### config.mk
export PLATFORM = sky130hd
export DESIGN_NAME = spi_regport_top
export DESIGN_NICKNAME = d
export VERILOG_FILES = /design/src/rtl/spi_regport_pkg.sv /design/src/rtl/spi_regport_sync.sv /design/src/rtl/spi_regport_frame.sv /design/src/rtl/spi_regport_bank.sv /design/src/rtl/spi_regport_top.sv
export SDC_FILE = /design/constraint.sdc
export NUM_CORES = 1
export LEC_CHECK = 0
export BUFFER_PORTS_ARGS = -buffer_cell sky130_fd_sc_hd__buf_4
export CAP_MARGIN = 20
export CORE_AREA = 3 3 147 149
export DETAILED_ROUTE_END_ITERATION = 6
export DIE_AREA = 0 0 150 152
export PLACE_DENSITY = 0.72
export SYNTH_ARGS = -nofsm -noshare
export SYNTH_HDL_FRONTEND = slang
export SYNTH_HIERARCHICAL = 1
export SYNTH_SLANG_ARGS = --single-unit
### constraint.sdc
create_clock -name clk -period 3.45 [get_ports clk]
set_input_delay 0 -clock clk [delete_from_list [all_inputs] [get_ports clk]]
set_output_delay 0 -clock clk [all_outputs]
set_load 0.01 [all_outputs]
### src/rtl/spi_regport_pkg.sv
package spi_regport_pkg;

    typedef enum logic [2:0] {
        ST_IDLE,
        ST_HEADER,
        ST_POINTER,
        ST_WRITE_DATA,
        ST_READ_DATA,
        ST_SKIP
    } frame_st_e;

endpackage

### src/rtl/spi_regport_sync.sv
module spi_regport_sync #(
    parameter int STAGES = 2
) (
    input  logic clk,
    input  logic rst_n,
    input  logic ser_clk,
    input  logic ser_sel_n,
    input  logic ser_din,
    output logic clk_rise,
    output logic clk_fall,
    output logic sel_fall,
    output logic sel_rise,
    output logic din_s
);
    logic [STAGES-1:0] clk_ff, sel_ff, din_ff;
    logic              clk_last, sel_last;

    generate
        if (STAGES == 1) begin : g_one
            always_ff @(posedge clk or negedge rst_n) begin
                if (!rst_n) begin
                    clk_ff <= '0;
                    sel_ff <= '1;
                    din_ff <= '0;
                end else begin
                    clk_ff <= ser_clk;
                    sel_ff <= ser_sel_n;
                    din_ff <= ser_din;
                end
            end
        end else begin : g_chain
            always_ff @(posedge clk or negedge rst_n) begin
                if (!rst_n) begin
                    clk_ff <= '0;
                    sel_ff <= '1;
                    din_ff <= '0;
                end else begin
                    clk_ff <= {clk_ff[STAGES-2:0], ser_clk};
                    sel_ff <= {sel_ff[STAGES-2:0], ser_sel_n};
                    din_ff <= {din_ff[STAGES-2:0], ser_din};
                end
            end
        end
    endgenerate

    always_ff @(posedge clk or negedge rst_n) begin
        if (!rst_n) begin
            clk_last <= 1'b0;
            sel_last <= 1'b1;
        end else begin
            clk_last <= clk_ff[STAGES-1];
            sel_last <= sel_ff[STAGES-1];
        end
    end

    assign clk_rise = clk_ff[STAGES-1] & ~clk_last;
    assign clk_fall = ~clk_ff[STAGES-1] & clk_last;
    assign sel_fall = ~sel_ff[STAGES-1] & sel_last;
    assign sel_rise = sel_ff[STAGES-1] & ~sel_last;
    assign din_s    = din_ff[STAGES-1];
endmodule

### src/rtl/spi_regport_frame.sv
module spi_regport_frame
    import spi_regport_pkg::*;
#(
    parameter int          DW     = 8,
    parameter int          AW     = 7,
    parameter int          IDW    = 7,
    parameter logic [IDW-1:0] DEV_ID = 7'b1001111
) (
    input  logic          clk,
    input  logic          rst_n,
    input  logic          clk_rise,
    input  logic          clk_fall,
    input  logic          sel_fall,
    input  logic          sel_rise,
    input  logic          din_s,
    input  logic [DW-1:0] rd_data,
    output logic [AW-1:0] rd_addr,
    output logic          wr_en,
    output logic [AW-1:0] wr_addr,
    output logic [DW-1:0] wr_data,
    output logic          dout,
    output logic          dout_en,
    output frame_st_e     state
);
    localparam int CW = $clog2(DW);
    localparam logic [CW-1:0] LAST = CW'(DW - 1);

    frame_st_e     state_nx;
    logic [CW-1:0] in_cnt, out_cnt;
    logic [DW-2:0] sh_in;
    logic [DW-1:0] sh_out;
    logic [AW-1:0] ptr;
    logic          incr;
    logic          byte_done;
    logic          id_ok;

    assign byte_done = clk_rise && (in_cnt == LAST);
    assign id_ok     = (sh_in[IDW-1:0] == DEV_ID);

    // state register
    always_ff @(posedge clk or negedge rst_n) begin
        if (!rst_n) state <= ST_IDLE;
        else        state <= state_nx;
    end

    // transitions
    always_comb begin
        state_nx = state;
        if (sel_rise) begin
            state_nx = ST_IDLE;
        end else begin
            unique case (state)
                ST_IDLE:       if (sel_fall) state_nx = ST_HEADER;
                ST_HEADER:     if (byte_done) begin
                                   if (!id_ok)     state_nx = ST_SKIP;
                                   else if (din_s) state_nx = ST_READ_DATA;
                                   else            state_nx = ST_POINTER;
                               end
                ST_POINTER:    if (byte_done) state_nx = ST_WRITE_DATA;
                ST_WRITE_DATA: state_nx = ST_WRITE_DATA;
                ST_READ_DATA:  state_nx = ST_READ_DATA;
                ST_SKIP:       state_nx = ST_SKIP;
                default:       state_nx = ST_IDLE;
            endcase
        end
    end

    assign rd_addr = (state == ST_READ_DATA && out_cnt == LAST && incr) ? ptr + 1'b1 : ptr;

    // outputs and datapath
    always_ff @(posedge clk or negedge rst_n) begin
        if (!rst_n) begin
            in_cnt  <= '0;
            out_cnt <= '0;
            sh_in   <= '0;
            sh_out  <= '0;
            ptr     <= '0;
            incr    <= 1'b0;
            wr_en   <= 1'b0;
            wr_addr <= '0;
            wr_data <= '0;
            dout    <= 1'b0;
            dout_en <= 1'b0;
        end else begin
            wr_en <= 1'b0;
            if (sel_rise || state == ST_IDLE) begin
                in_cnt  <= '0;
                out_cnt <= '0;
                dout_en <= 1'b0;
            end else begin
                if (clk_rise) begin
                    sh_in  <= {sh_in[DW-3:0], din_s};
                    in_cnt <= in_cnt + 1'b1;
                    if (in_cnt == LAST) begin
                        unique case (state)
                            ST_HEADER: if (id_ok && din_s) begin
                                sh_out  <= rd_data;
                                out_cnt <= '0;
                            end
                            ST_POINTER: begin
                                incr <= sh_in[DW-2];
                                ptr  <= {sh_in[AW-2:0], din_s};
                            end
                            ST_WRITE_DATA: begin
                                wr_en   <= 1'b1;
                                wr_addr <= ptr;
                                wr_data <= {sh_in, din_s};
                                if (incr) ptr <= ptr + 1'b1;
                            end
                            default: ;
                        endcase
                    end
                end
                if (clk_fall && state == ST_READ_DATA) begin
                    dout    <= sh_out[DW-1];
                    dout_en <= 1'b1;
                    out_cnt <= out_cnt + 1'b1;
                    if (out_cnt == LAST) begin
                        sh_out <= rd_data;
                        ptr    <= rd_addr;
                    end else begin
                        sh_out <= {sh_out[DW-2:0], 1'b0};
                    end
                end
            end
        end
    end
endmodule

### src/rtl/spi_regport_bank.sv
module spi_regport_bank #(
    parameter int NREGS  = 16,
    parameter int DW     = 8,
    parameter int AW     = 7,
    parameter int EN_BIT = 7
) (
    input  logic          clk,
    input  logic          rst_n,
    input  logic          wr_en,
    input  logic [AW-1:0] wr_addr,
    input  logic [DW-1:0] wr_data,
    input  logic [AW-1:0] rd_addr,
    output logic [DW-1:0] rd_data,
    output logic          port_en,
    output logic [DW-1:0] mode_reg
);
    localparam int IW = $clog2(NREGS);

    logic [DW-1:0] regs [NREGS];

    genvar gi;
    generate
        for (gi = 0; gi < NREGS; gi++) begin : g_reg
            always_ff @(posedge clk or negedge rst_n) begin
                if (!rst_n)                                 regs[gi] <= '0;
                else if (wr_en && wr_addr == AW'(gi))       regs[gi] <= wr_data;
            end
        end
    endgenerate

    assign rd_data  = (rd_addr < AW'(NREGS)) ? regs[rd_addr[IW-1:0]] : '0;
    assign port_en  = regs[0][EN_BIT];
    assign mode_reg = regs[1];
endmodule

### src/rtl/spi_regport_top.sv
module spi_regport_top
    import spi_regport_pkg::*;
#(
    parameter int DW     = 8,
    parameter int AW     = 7,
    parameter int NREGS  = 16,
    parameter int STAGES = 2
) (
    input  logic          clk,
    input  logic          rst_n,
    input  logic          ser_clk,
    input  logic          ser_sel_n,
    input  logic          ser_din,
    output logic          ser_dout,
    output logic          ser_dout_en,
    input  logic [DW-1:0] cfg_pins,
    output logic          port_en,
    output logic [DW-1:0] mode_eff
);
    logic          clk_rise, clk_fall, sel_fall, sel_rise, din_s;
    logic [DW-1:0] rd_data, wr_data, mode_reg;
    logic [AW-1:0] rd_addr, wr_addr;
    logic          wr_en;
    frame_st_e     state;

    spi_regport_sync #(.STAGES(STAGES)) u_sync (
        .clk(clk), .rst_n(rst_n),
        .ser_clk(ser_clk), .ser_sel_n(ser_sel_n), .ser_din(ser_din),
        .clk_rise(clk_rise), .clk_fall(clk_fall),
        .sel_fall(sel_fall), .sel_rise(sel_rise), .din_s(din_s)
    );

    spi_regport_frame #(.DW(DW), .AW(AW)) u_frame (
        .clk(clk), .rst_n(rst_n),
        .clk_rise(clk_rise), .clk_fall(clk_fall),
        .sel_fall(sel_fall), .sel_rise(sel_rise), .din_s(din_s),
        .rd_data(rd_data), .rd_addr(rd_addr),
        .wr_en(wr_en), .wr_addr(wr_addr), .wr_data(wr_data),
        .dout(ser_dout), .dout_en(ser_dout_en), .state(state)
    );

    spi_regport_bank #(.NREGS(NREGS), .DW(DW), .AW(AW), .EN_BIT(DW-1)) u_bank (
        .clk(clk), .rst_n(rst_n),
        .wr_en(wr_en), .wr_addr(wr_addr), .wr_data(wr_data),
        .rd_addr(rd_addr), .rd_data(rd_data),
        .port_en(port_en), .mode_reg(mode_reg)
    );

    assign mode_eff = port_en ? mode_reg : cfg_pins;
endmodule

==> results by group, run 1 <==
Critical path
  • Master of the slowest instance on the critical path: sky130_fd_sc_hd__mux4_2
  • Series of cell instances along the critical path: ha_1 > ha_1 > and4bb_4 > and2_1 > buf_4 > xor2_4 > buf_12 > mux4_2 > and3_1 > a221o_1 > mux2i_1 > o21ai_0
  • Kind of critical path: flop to flop
  • Endpoint class of the critical path: flop
  • Largest fanout of any net on the critical path: 24
  • Crit path required time: 3720 ps
  • Maximum cell stage delay along the critical path: 550 ps
  • Most Frequent Cell on Critical Path: sky130_fd_sc_hd__ha_1
  • Arrival time of the worst setup path: 3580 ps
  • Type of element launching the critical path: flop

Clock network
  • Root cell of the clock tree: sky130_fd_sc_hd__clkbuf_16
  • Reg clk slew, reported paths: 70 ps
  • TritonCTS Sinks: 186
  • Clock buffers created by TritonCTS: 17
  • Clock Path Buffers: 2
  • Deepest level of the CTS H-tree: 4
  • Clk Latency, worst-skew pair: 420 ps
  • TritonCTS clock tree: yes

Die
  • Core region area: 0.0203 mm2
  • Initial standard-cell utilization of the core: 44.7%
  • Overall die area: 0.0228 mm2
  • Chip Height: 152 um
  • Core Rows: 52
  • Number of ports placed on the die boundary: 24
  • Die width: 150 um

Logic synthesis
  • Distinct cells, synth: 62
  • Avg Inst Size Synth: 13.9 um2
  • Post-synthesis async set-or-reset flop share: 100%
  • Post-synth design cell area: 0.00908 mm2
  • Number of synthesized flops with an enable pin: 0
  • Post-synthesis cell count: 653
  • Dominant synthesized flop cell: sky130_fd_sc_hd__dfrtp_1
  • Net count after synthesis: 671
  • Synth Warn #: 6
  • Share of the yosys chip area belonging to registers: 51.3%
  • Synthesis-stage register bit count: 186

Placement
  • HPWL reported at the end of detailed placement: 13300 um
  • Count of buffers from port buffering: 23
  • GPL Wtd Cong: 0.873
  • Worst slack, placed: 112 ps

Power and ir drop
  • Share of power burned in combinational logic: 8.7%
  • Clock power share: 39.5%
  • Fraction of power spent switching nets: 25.4%
  • VDD IR max: 299 uV
  • Sequential fraction of design power: 51.8%
  • Static power due to leakage: 4.66 nW
  • Switching power: 1.14 mW
  • Pint: 3.34 mW
  • P per Cell Area: 446 mW/mm2

Finish
  • Number of flip-flops under the largest register name: 119
  • Final core area utilization: 49.4%
  • Final nets: 678
  • Leading cell types in the layout, fill and taps excluded: sky130_fd_sc_hd__dfrtp_1, sky130_fd_sc_hd__mux2_2, sky130_fd_sc_hd__buf_4, sky130_fd_sc_hd__mux4_2, sky130_fd_sc_hd__nand2_1
  • Layout filler cell count: 1724
  • Area growth from synthesis to layout: 10.5%
  • Register with the highest flop count: u_bank/regs
  • Fraction of layout cells with a size suffix above 1: 42.5%
  • Leading cell type in the layout, fill and taps excluded: sky130_fd_sc_hd__dfrtp_1
  • Antenna diode count: 0

GRT
  • Maximum number of pins on one net before global-route repair: 98
  • Total grt overflow: 0
  • GRT Total Usage: 17.9%
  • Vias in the first global route: 5901
  • First-pass GRT wire length: 32200 um
  • Number of antenna violations at the first check in global routing: 0

Route
  • First-pass iteration count of the detailed router: 5
  • Routed via count divided by cell count: 5.86
  • Routed len/inst: 20.9 um
  • Number of nets still failing antenna checks after routing: 0
  • DRC errors left: 0
  • Vias after detailed routing: 5504
  • Initial DRC Count: 400
  • Routed Wire Length: 19700 um

STA
  • Slew Viols, Final: 0
  • Total of endpoints with negative setup slack in the final report: 0
  • Highest Clock Rate: 303 MHz
  • Setup TNS: 0 ps
  • Final count of hold timing violations: 0
  • Final setup slack of the worst path: 146 ps
  • Clock tree skew after final layout: 8.83 ps
  • Tightest slew margin relative to the limit: 38.7%
  • Setup repair after global routing missed its margin: no
  • Period Utilization, post-route: 95.8%
  • Measured slew at the worst slew-check pin: 920 ps
  • Clock period minus worst slack: 3300 ps

Status
  • Result of the run: finished, final reports clean

Worst hold path
  • Worst Hold Class: input pin to flop

Job
  • Max-cap violations: 0
worst paths after layout:
kind	from	cells past startpoint	end	slack [ps]
worst min-delay path	ser_sel_n	2	u_sync/sel_ff[0]$_DFF_PN1_	230
worst max-delay path	u_frame/out_cnt[0]$_DFFE_PN0P_	12	u_frame/sh_out[5]$_DFFE_PN0P_	150
max in group asynchronous	rst_n	3	u_bank/regs[40]$_DFFE_PN0P_	2240
worst max register to register	u_frame/out_cnt[0]$_DFFE_PN0P_	12	u_frame/sh_out[5]$_DFFE_PN0P_	150
worst min register to register	u_sync/din_ff[0]$_DFF_PN0_	0	u_sync/din_ff[1]$_DFF_PN0_	350
min in group asynchronous	rst_n	2	u_sync/din_ff[1]$_DFF_PN0_	250
what timing repair did:
item                                   4_1_cts  5_1_grt
endpoints found under the hold margin       95        0
setup buffers                                0        0
setup endpoints to repair                    0        1
hold buffers                                 4        0
resized for setup                            0        1
cell families after synthesis:
kind of cell,Yosys count,synth area share (%)
fa+ha+maj,5,0.689
compound gates,61,4.53
xor+xnor,10,0.964
buf+inv,58,3.44
mux,209,30.1
flops,186,51.3
simple gates,124,9.00
cell type report:
class,instances,area (um2),area share [%]
Multi-Input combinational cell,409,4150,41.3
Clock buffer,20,457,4.55
Tap cell,270,338,3.37
Clock inverter,9,68.8,0.686
Inverter,5,18.8,0.187
Timing Repair Buffer,41,347,3.45
Sequential cell,186,4660,46.4
power groups by stage:
stage / Sequential (mW) / Clock (mW) / Combinational [mW]
finish: 2.32 / 1.77 / 0.389
global route: 2.32 / 1.91 / 0.427
CTS: 2.32 / 1.81 / 0.389
detailed placement: 2.36 / 0 / 0.384
global placement: 2.36 / 0 / 0.365
floorplan: 2.32 / 0 / 0.244
per-layer routing:
metal  share of wire [%]  vias to the layer above  GRT usage (%)
li1                    -                     2441              -
met1                  43                     2918           24.0
met2                  51                      124           29.7
met3                 4.7                       21           4.59
met4                 1.3                        0           3.83
met5                   0                        -              0
worst max-delay path, delay by kind of cell (launching register included):
family / cells / cell delay, ps
buffers and inverters: 2 / 430
multiplexers: 2 / 670
AO/OA/AOI/OAI: 2 / 350
flip-flops: 1 / 390
adder cells (fa/ha/maj): 2 / 420
AND/OR/NAND/NOR: 3 / 720
XOR/XNOR: 1 / 170
metrics by stage:
stage | power [mW] | cell area, um2 | hold WS, ps | cells
6_report | 4.47 | 10000 | 235 | 940
5_1_grt | 4.66 | 10000 | 215 | 940
4_1_cts | 4.51 | 10000 | 218 | 940
3_5_place_dp | 2.74 | 9460 | 111 | 907
3_3_place_gp | 2.72 | 9460 | 112 | 907
2_1_floorplan | 2.56 | 9080 | -296 | 653
synth_stat cells, drive strengths merged, types with 2 or more instances:
master,instances,area [um2]
nor2,24,97.6
and2,7,43.8
nor3,2,10.0
nor4b,6,97.6
nand3,8,40.0
mux2i,12,120
a21o,2,15.0
nor2b,3,18.8
or2,2,12.5
o211ai,3,22.5
o21ai,21,109
nand2,24,90.1
and3,9,56.3
ha,5,62.6
xnor2,7,61.3
nand3b,2,15.0
buf,31,211
a221o,10,100
xor2,3,26.3
a22oi,2,15.0
nand4b,7,67.6
mux2,165,1890
nor4,6,73.8
inv,5,18.8
a21oi,11,55.1
dfrtp,183,4580
o22ai,2,12.5
nand4,11,75.1
dfstp,3,78.8
and2b,4,35.0
clkbuf,22,82.6
a221oi,2,17.5
mux4,32,721
and4,2,17.5
No activity file was read; power rests on OpenSTA's default activity.
==> run 2, diff against run 1 <==
--- a/config.mk
+++ b/config.mk
@@ -7,11 +7,12 @@
 export LEC_CHECK = 0
 export BUFFER_PORTS_ARGS = -buffer_cell sky130_fd_sc_hd__buf_4
 export CAP_MARGIN = 20
-export CORE_AREA = 3 3 147 149
+export CORE_AREA = 3 3 132 165
 export DETAILED_ROUTE_END_ITERATION = 6
-export DIE_AREA = 0 0 150 152
+export DIE_AREA = 0 0 135 168
 export PLACE_DENSITY = 0.72
 export SYNTH_ARGS = -nofsm -noshare
 export SYNTH_HDL_FRONTEND = slang
 export SYNTH_HIERARCHICAL = 1
 export SYNTH_SLANG_ARGS = --single-unit
+export TNS_END_PERCENT = 20
==> run 2 against run 1 <==
Net effect: clock-buffer cell count shrank 2; flip-flop and latch count stayed put; clock power grew 3%; sequential share of layout area decreased by 0.22 points; critical path depth did not move.
==> results by group, run 2 (synthesis results as in run 1) <==
Status
  • Result of the run: finished, final reports clean

Die
  • Core Rows: 58
  • Core region area: 0.0202 mm2
  • Initial standard-cell utilization of the core: 44.9%
  • Overall die area: 0.0227 mm2
  • Chip Height: 168 um
  • Number of ports placed on the die boundary: 24
  • Die width: 135 um

Finish
  • Register with the highest flop count: u_bank/regs
  • Leading cell type in the layout, fill and taps excluded: sky130_fd_sc_hd__dfrtp_1
  • Fraction of layout cells with a size suffix above 1: 43.3%
  • Area growth from synthesis to layout: 11.0%
  • FF+latch area: 0.00466 mm2
  • Final standard cell area without fillers: 0.0101 mm2
  • Number of flip-flops under the largest register name: 119
  • Final core area utilization: 49.8%
  • Leading cell types in the layout, fill and taps excluded: sky130_fd_sc_hd__dfrtp_1, sky130_fd_sc_hd__mux2_2, sky130_fd_sc_hd__buf_4, sky130_fd_sc_hd__mux4_2, sky130_fd_sc_hd__nand2_1
  • Final nets: 682
  • Antenna diode count: 0
  • Area taken by multi-input logic gates: 0.00415 mm2
  • Layout filler cell count: 1668

Placement
  • HPWL reported at the end of detailed placement: 13900 um
  • GPL Wtd Cong: 0.842
  • Cell area reported after detailed placement: 0.00948 mm2
  • Count of buffers from port buffering: 23
  • Worst slack, placed: 179 ps

STA
  • Period Utilization, post-route: 94.7%
  • Tightest slew margin relative to the limit: 40.2%
  • Measured slew at the worst slew-check pin: 897 ps
  • Clock period minus worst slack: 3270 ps
  • Total of endpoints with negative setup slack in the final report: 0
  • Final setup slack of the worst path: 183 ps
  • Slew Viols, Final: 0
  • Clock tree skew after final layout: 8.61 ps
  • Final count of hold timing violations: 0
  • Highest Clock Rate: 306 MHz

Route
  • Routed Wire Length: 20200 um
  • Routed len/inst: 21.4 um
  • Amount of wire on met3 after detailed routing: 808 um
  • Vias after detailed routing: 5646
  • Number of nets still failing antenna checks after routing: 0
  • Routed via count divided by cell count: 5.96
  • First-pass iteration count of the detailed router: 5
  • Met2 wire length: 10800 um
  • Routed met1 length: 8110 um
  • Initial DRC Count: 345
  • DRC errors left: 0
  • Highest metal layer used by the detailed router: met4

Worst hold path
  • Worst Hold Class: input pin to async pin

Clock network
  • Buffers inserted during post-CTS setup optimization: 0
  • Reg clk slew, reported paths: 70 ps
  • Clock Path Buffers: 2
  • Deepest level of the CTS H-tree: 4
  • Clock buffers created by TritonCTS: 17
  • TritonCTS clock tree: yes
  • TritonCTS Sinks: 186
  • Clk Latency, worst-skew pair: 430 ps
  • Root cell of the clock tree: sky130_fd_sc_hd__clkbuf_16

GRT
  • GRT Total Usage: 18.2%
  • Vias in the first global route: 5879
  • Maximum number of pins on one net before global-route repair: 98
  • Total grt overflow: 0
  • First-pass GRT wire length: 32100 um
  • Number of antenna violations at the first check in global routing: 0

Power and ir drop
  • VDD IR max: 314 uV
  • Static power due to leakage: 4.68 nW
  • Power, Total: 4.55 mW
  • P per Cell Area: 451 mW/mm2

Critical path
  • Endpoint class of the critical path: flop
  • Crit path required time: 3740 ps
  • Arrival time of the worst setup path: 3560 ps
  • Type of element launching the critical path: flop
  • Largest fanout of any net on the critical path: 24
  • Kind of critical path: flop to flop

Job
  • Max-cap violations: 0
-- run 2: changes by cell type in the layout (fill, tap and decap cells not counted), sizes merged --
| cell | delta |
|---|---|
| clkinv | +2 |
| inv | +2 |
| clkinvlp | +1 |
| clkbuf | -2 |
| buf | +4 |
-- run 2: area by class of cell --
| class | instances | share of cell area, % |
|---|---|---|
| flip-flops and latches | 186 | 46.2 |
| multi-input cells | 409 | 41.1 |
| clock buffers | 18 | 4.36 |
| repair buffers | 45 | 3.61 |
| well taps | 270 | 3.35 |
| clock inverters | 14 | 1.15 |
| inverters | 5 | 0.186 |
-- run 2: stage by stage --
step	TNS, ps	std cells	hold WS [ps]
after floorplan	0	653	-296
after global placement	0	911	118
after detailed placement	0	911	117
after CTS	0	947	220
after global routing	-2.83	947	222
final	0	947	227
-- run 2: layer usage --
layer	vias to the layer above	track usage (%)
met4	0	6.44
met1	3011	22.5
met2	145	32.2
met3	36	3.23
li1	2454	-
met5	-	0
-- run 2: where the power goes --
part           switching (mW)  internal [mW]  leakage [nW]
clock network           0.863          0.955         0.270
registers              0.0842           2.24          2.56
logic                   0.253          0.154          1.85
-- run 2: path summary, 6_finish.rpt --
path | from | endpoint | slack, ps | cells after the start
worst min register to register | u_sync/clk_ff[0]$_DFF_PN0_ | u_sync/clk_ff[1]$_DFF_PN0_ | 350 | 0
worst max register to register | u_frame/out_cnt[0]$_DFFE_PN0P_ | u_frame/sh_out[7]$_DFFE_PN0P_ | 180 | 12
worst min-delay path | rst_n | u_frame/wr_data[2]$_DFFE_PN0P_ | 230 | 2
worst max-delay path | u_frame/out_cnt[0]$_DFFE_PN0P_ | u_frame/sh_out[7]$_DFFE_PN0P_ | 180 | 12
min in group clk | ser_sel_n | u_sync/sel_ff[0]$_DFF_PN1_ | 230 | 2
max in group asynchronous | rst_n | u_bank/regs[90]$_DFFE_PN0P_ | 2320 | 3
-- run 2: worst max-delay path, stage by stage (launching register included) --
cell and delay (ps):
sky130_fd_sc_hd__dfrtp_1 380, sky130_fd_sc_hd__ha_1 160, sky130_fd_sc_hd__ha_1 220, sky130_fd_sc_hd__and4bb_4 310, sky130_fd_sc_hd__and2_1 200, sky130_fd_sc_hd__buf_4 180, sky130_fd_sc_hd__xor2_4 170, sky130_fd_sc_hd__buf_12 240
sky130_fd_sc_hd__mux4_2 530, sky130_fd_sc_hd__and3_1 190, sky130_fd_sc_hd__a221o_1 310, sky130_fd_sc_hd__mux2i_1 150, sky130_fd_sc_hd__o21ai_1 70
-- run 2: repair_timing --
action,in CTS,in global routing
gates resized for setup,0,1
hold buffers,4,0
endpoints found under the hold margin,95,0
setup endpoints to repair,0,2
==> run 3, diff against run 2 <==
--- a/config.mk
+++ b/config.mk
@@ -5,12 +5,13 @@
 export SDC_FILE = /design/constraint.sdc
 export NUM_CORES = 1
 export LEC_CHECK = 0
+export ABC_AREA = 1
 export BUFFER_PORTS_ARGS = -buffer_cell sky130_fd_sc_hd__buf_4
 export CAP_MARGIN = 20
-export CORE_AREA = 3 3 132 165
+export CORE_AREA = 3 3 134 168
 export DETAILED_ROUTE_END_ITERATION = 6
-export DIE_AREA = 0 0 135 168
-export PLACE_DENSITY = 0.72
+export DIE_AREA = 0 0 137 171
+export PLACE_DENSITY = 0.66
 export SYNTH_ARGS = -nofsm -noshare
 export SYNTH_HDL_FRONTEND = slang
 export SYNTH_HIERARCHICAL = 1
==> run 3 against run 2 <==
Net effect: final area grew 2.2%; register-to-register slack improved by 280 ps; fmax up 9.4%; critical path type unchanged; highest routed layer unchanged.
==> results by group, run 3 <==
Finish
  • Final standard cell area without fillers: 0.0103 mm2
  • Leading cell type in the layout, fill and taps excluded: sky130_fd_sc_hd__nand2_1
  • Final nets: 1269
  • Leading cell types in the layout, fill and taps excluded: sky130_fd_sc_hd__nand2_1, sky130_fd_sc_hd__dfrtp_1, sky130_fd_sc_hd__o21ai_0, sky130_fd_sc_hd__inv_1, sky130_fd_sc_hd__nand3_1
  • Fraction of layout cells with a size suffix above 1: 7.67%
  • Number of flip-flops under the largest register name: 119
  • Antenna diode count: 0
  • Area growth from synthesis to layout: 9.74%
  • Register with the highest flop count: u_bank/regs

Critical path
  • Series of cell instances along the critical path: ha_1 > ha_1 > nand2_1 > inv_1 > nand2_1 > nand2_1 > o21ai_1 > inv_2 > nand3_1 > nand3_1 > nand3_1 > a21oi_1 > nand2_1 > nand2_1 > nand3_1 > nand2_1
  • Most Frequent Cell on Critical Path: sky130_fd_sc_hd__nand2_1
  • Arrival time of the worst setup path: 3350 ps
  • Type of element launching the critical path: flop
  • Crit path required time: 3810 ps
  • Kind of critical path: flop to flop
  • Endpoint class of the critical path: flop
  • Master of the slowest instance on the critical path: sky130_fd_sc_hd__inv_2
  • Largest fanout of any net on the critical path: 46
  • Maximum cell stage delay along the critical path: 580 ps

Logic synthesis
  • Library cell with the largest summed area after synthesis: sky130_fd_sc_hd__dfrtp_1
  • Post-synth design cell area: 0.00939 mm2
  • Synthesis-stage register bit count: 186
  • Post-synthesis async set-or-reset flop share: 100%
  • Proportion of netlist area held by the largest area contributor: 48.8%
  • Leading post-synthesis cells by instance count: sky130_fd_sc_hd__nand2_1, sky130_fd_sc_hd__dfrtp_1, sky130_fd_sc_hd__o21ai_0
  • Synth Warn #: 6
  • Distinct cells, synth: 31
  • Avg Inst Size Synth: 7.45 um2
  • Share of the yosys chip area belonging to registers: 49.6%
  • Net count after synthesis: 1279
  • Number of synthesized flops with an enable pin: 0
  • Main area contributors after synthesis: sky130_fd_sc_hd__dfrtp_1, sky130_fd_sc_hd__nand2_1, sky130_fd_sc_hd__o21ai_0, sky130_fd_sc_hd__nand3_1, sky130_fd_sc_hd__inv_1
  • Post-synthesis cell count: 1261
  • Dominant synthesized flop cell: sky130_fd_sc_hd__dfrtp_1
  • Most common cell in the synthesized netlist: sky130_fd_sc_hd__nand2_1

Power and ir drop
  • Sequential fraction of design power: 49.0%
  • Static power due to leakage: 4.82 nW
  • Pint: 3.53 mW
  • VDD IR max: 433 uV
  • Power, Total: 4.70 mW
  • Fraction of power spent switching nets: 24.8%
  • Switching power: 1.16 mW
  • P per Cell Area: 456 mW/mm2
  • Share of power burned in combinational logic: 7.6%
  • Clock power share: 43.4%

Die
  • Initial standard-cell utilization of the core: 44.8%
  • Core Rows: 59
  • Die width: 137 um
  • Number of ports placed on the die boundary: 24
  • Core region area: 0.0210 mm2
  • Chip Height: 171 um
  • Overall die area: 0.0234 mm2

GRT
  • First-pass GRT wire length: 41600 um
  • Maximum number of pins on one net before global-route repair: 102
  • Total grt overflow: 0
  • Vias in the first global route: 7746
  • Most congested layer reported by global routing: met2
  • Global Route met1 Usage: 29.7%
  • Met2 Use GR: 38.9%
  • Number of antenna violations at the first check in global routing: 0
  • GR Util met3: 3.29%
  • GRT Total Usage: 23.1%

Route
  • Routed Wire Length: 26000 um
  • Number of nets still failing antenna checks after routing: 0
  • Initial DRC Count: 740
  • Routed len/inst: 16.9 um
  • DRC errors left: 0
  • Vias after detailed routing: 8043
  • Routed via count divided by cell count: 5.23
  • First-pass iteration count of the detailed router: 6

Clock network
  • Clk Latency, worst-skew pair: 420 ps
  • TritonCTS Sinks: 186
  • Gates resized, CTS repair: 0
  • Deepest level of the CTS H-tree: 4
  • Root cell of the clock tree: sky130_fd_sc_hd__clkbuf_16
  • Reg clk slew, reported paths: 70 ps
  • Clock Path Buffers: 2
  • Clock buffers created by TritonCTS: 17
  • TritonCTS clock tree: yes

STA
  • Final count of hold timing violations: 0
  • Highest Clock Rate: 335 MHz
  • Tightest slew margin relative to the limit: 43.7%
  • Smallest hold slack: 185 ps
  • Period Utilization, post-route: 86.6%
  • Setup TNS: 0 ps
  • Slew Viols, Final: 0
  • Final setup slack of the worst path: 463 ps
  • Total of endpoints with negative setup slack in the final report: 0
  • Clock tree skew after final layout: 5.82 ps
  • Setup repair after global routing missed its margin: no
  • Measured slew at the worst slew-check pin: 845 ps
  • Clock period minus worst slack: 2990 ps

Placement
  • Worst slack, placed: 498 ps
  • GPL Wtd Cong: 0.961
  • HPWL reported at the end of detailed placement: 18100 um
  • Cell area reported after detailed placement: 0.00965 mm2
  • Count of buffers from port buffering: 23

Job
  • Max-cap violations: 0

Worst hold path
  • Worst Hold Class: input pin to async pin

Status
  • Result of the run: finished, final reports clean
run 3: cell types whose count changed after synthesis, moves of 32 or more:
cell / before / now
sky130_fd_sc_hd__mux4_2: 32 / 0
sky130_fd_sc_hd__inv_1: 5 / 139
sky130_fd_sc_hd__nand3_1: 8 / 118
sky130_fd_sc_hd__mux2_2: 153 / 0
sky130_fd_sc_hd__nand2_1: 24 / 479
sky130_fd_sc_hd__o21ai_0: 17 / 143
run 3: power by group through the flow:
stage / clock network [mW] / registers, mW / logic [mW]
floorplan: 0 / 2.33 / 0.218
detailed placement: 0 / 2.34 / 0.353
global route: 2.17 / 2.31 / 0.397
finish: 2.04 / 2.30 / 0.357
CTS: 2.08 / 2.30 / 0.357
global placement: 0 / 2.34 / 0.345
run 3: repair_timing:
action	CTS	global route
hold endpoints to repair	98	0
hold buffers	4	0
setup buffers	0	0
run 3: worst max-delay path: cells and delay by family (launching register included):
kind / cells / cell delay [ps]
flip-flops: 1 / 370
adder cells (fa/ha/maj): 2 / 420
AO/OA/AOI/OAI: 2 / 270
AND/OR/NAND/NOR: 10 / 1210
buffers and inverters: 2 / 640
run 3: cell families after synthesis:
family          after synthesis  synth area share, %
flops                       186                 49.6
compound gates              184                 10.2
fa+ha+maj                     5                0.666
buf+inv                     213                 9.62
simple gates                673                 29.9
run 3: cell type report:
| class | count | area (um2) |
|---|---|---|
| Clock buffer | 23 | 478 |
| Clock inverter | 9 | 136 |
| Fill cell | 2132 | 10700 |
| Inverter | 147 | 552 |
| Multi-Input combinational cell | 862 | 3830 |
| Sequential cell | 186 | 4660 |
| Tap cell | 274 | 343 |
| Timing Repair Buffer | 37 | 307 |
run 3: worst paths after layout:
path,start,end,slack (ps),cells after the start
hold / removal,rst_n,u_bank/regs[105]$_DFFE_PN0P_,180,2
setup / recovery,u_frame/out_cnt[0]$_DFFE_PN0P_,u_frame/sh_out[7]$_DFFE_PN0P_,460,16
min in group clk,ser_sel_n,u_sync/sel_ff[0]$_DFF_PN1_,220,2
max in group asynchronous,rst_n,u_bank/regs[101]$_DFFE_PN0P_,2230,3
hold reg to reg,u_sync/din_ff[0]$_DFF_PN0_,u_sync/din_ff[1]$_DFF_PN0_,350,0
setup reg to reg,u_frame/out_cnt[0]$_DFFE_PN0P_,u_frame/sh_out[7]$_DFFE_PN0P_,460,16
run 3: routing by layer:
metal  wire (um)  vias up
met5           0        -
met4        1010        0
met3         965       58
met2       13000      218
met1       11000     3835
li1            -     3932
run 3: per-stage QoR:
step,utilization (%),instances
6_report,49.1,1538
2_1_floorplan,-,1261
3_5_place_dp,46.0,1502
3_3_place_gp,46.0,1502
4_1_cts,49.1,1538
5_1_grt,49.1,1538
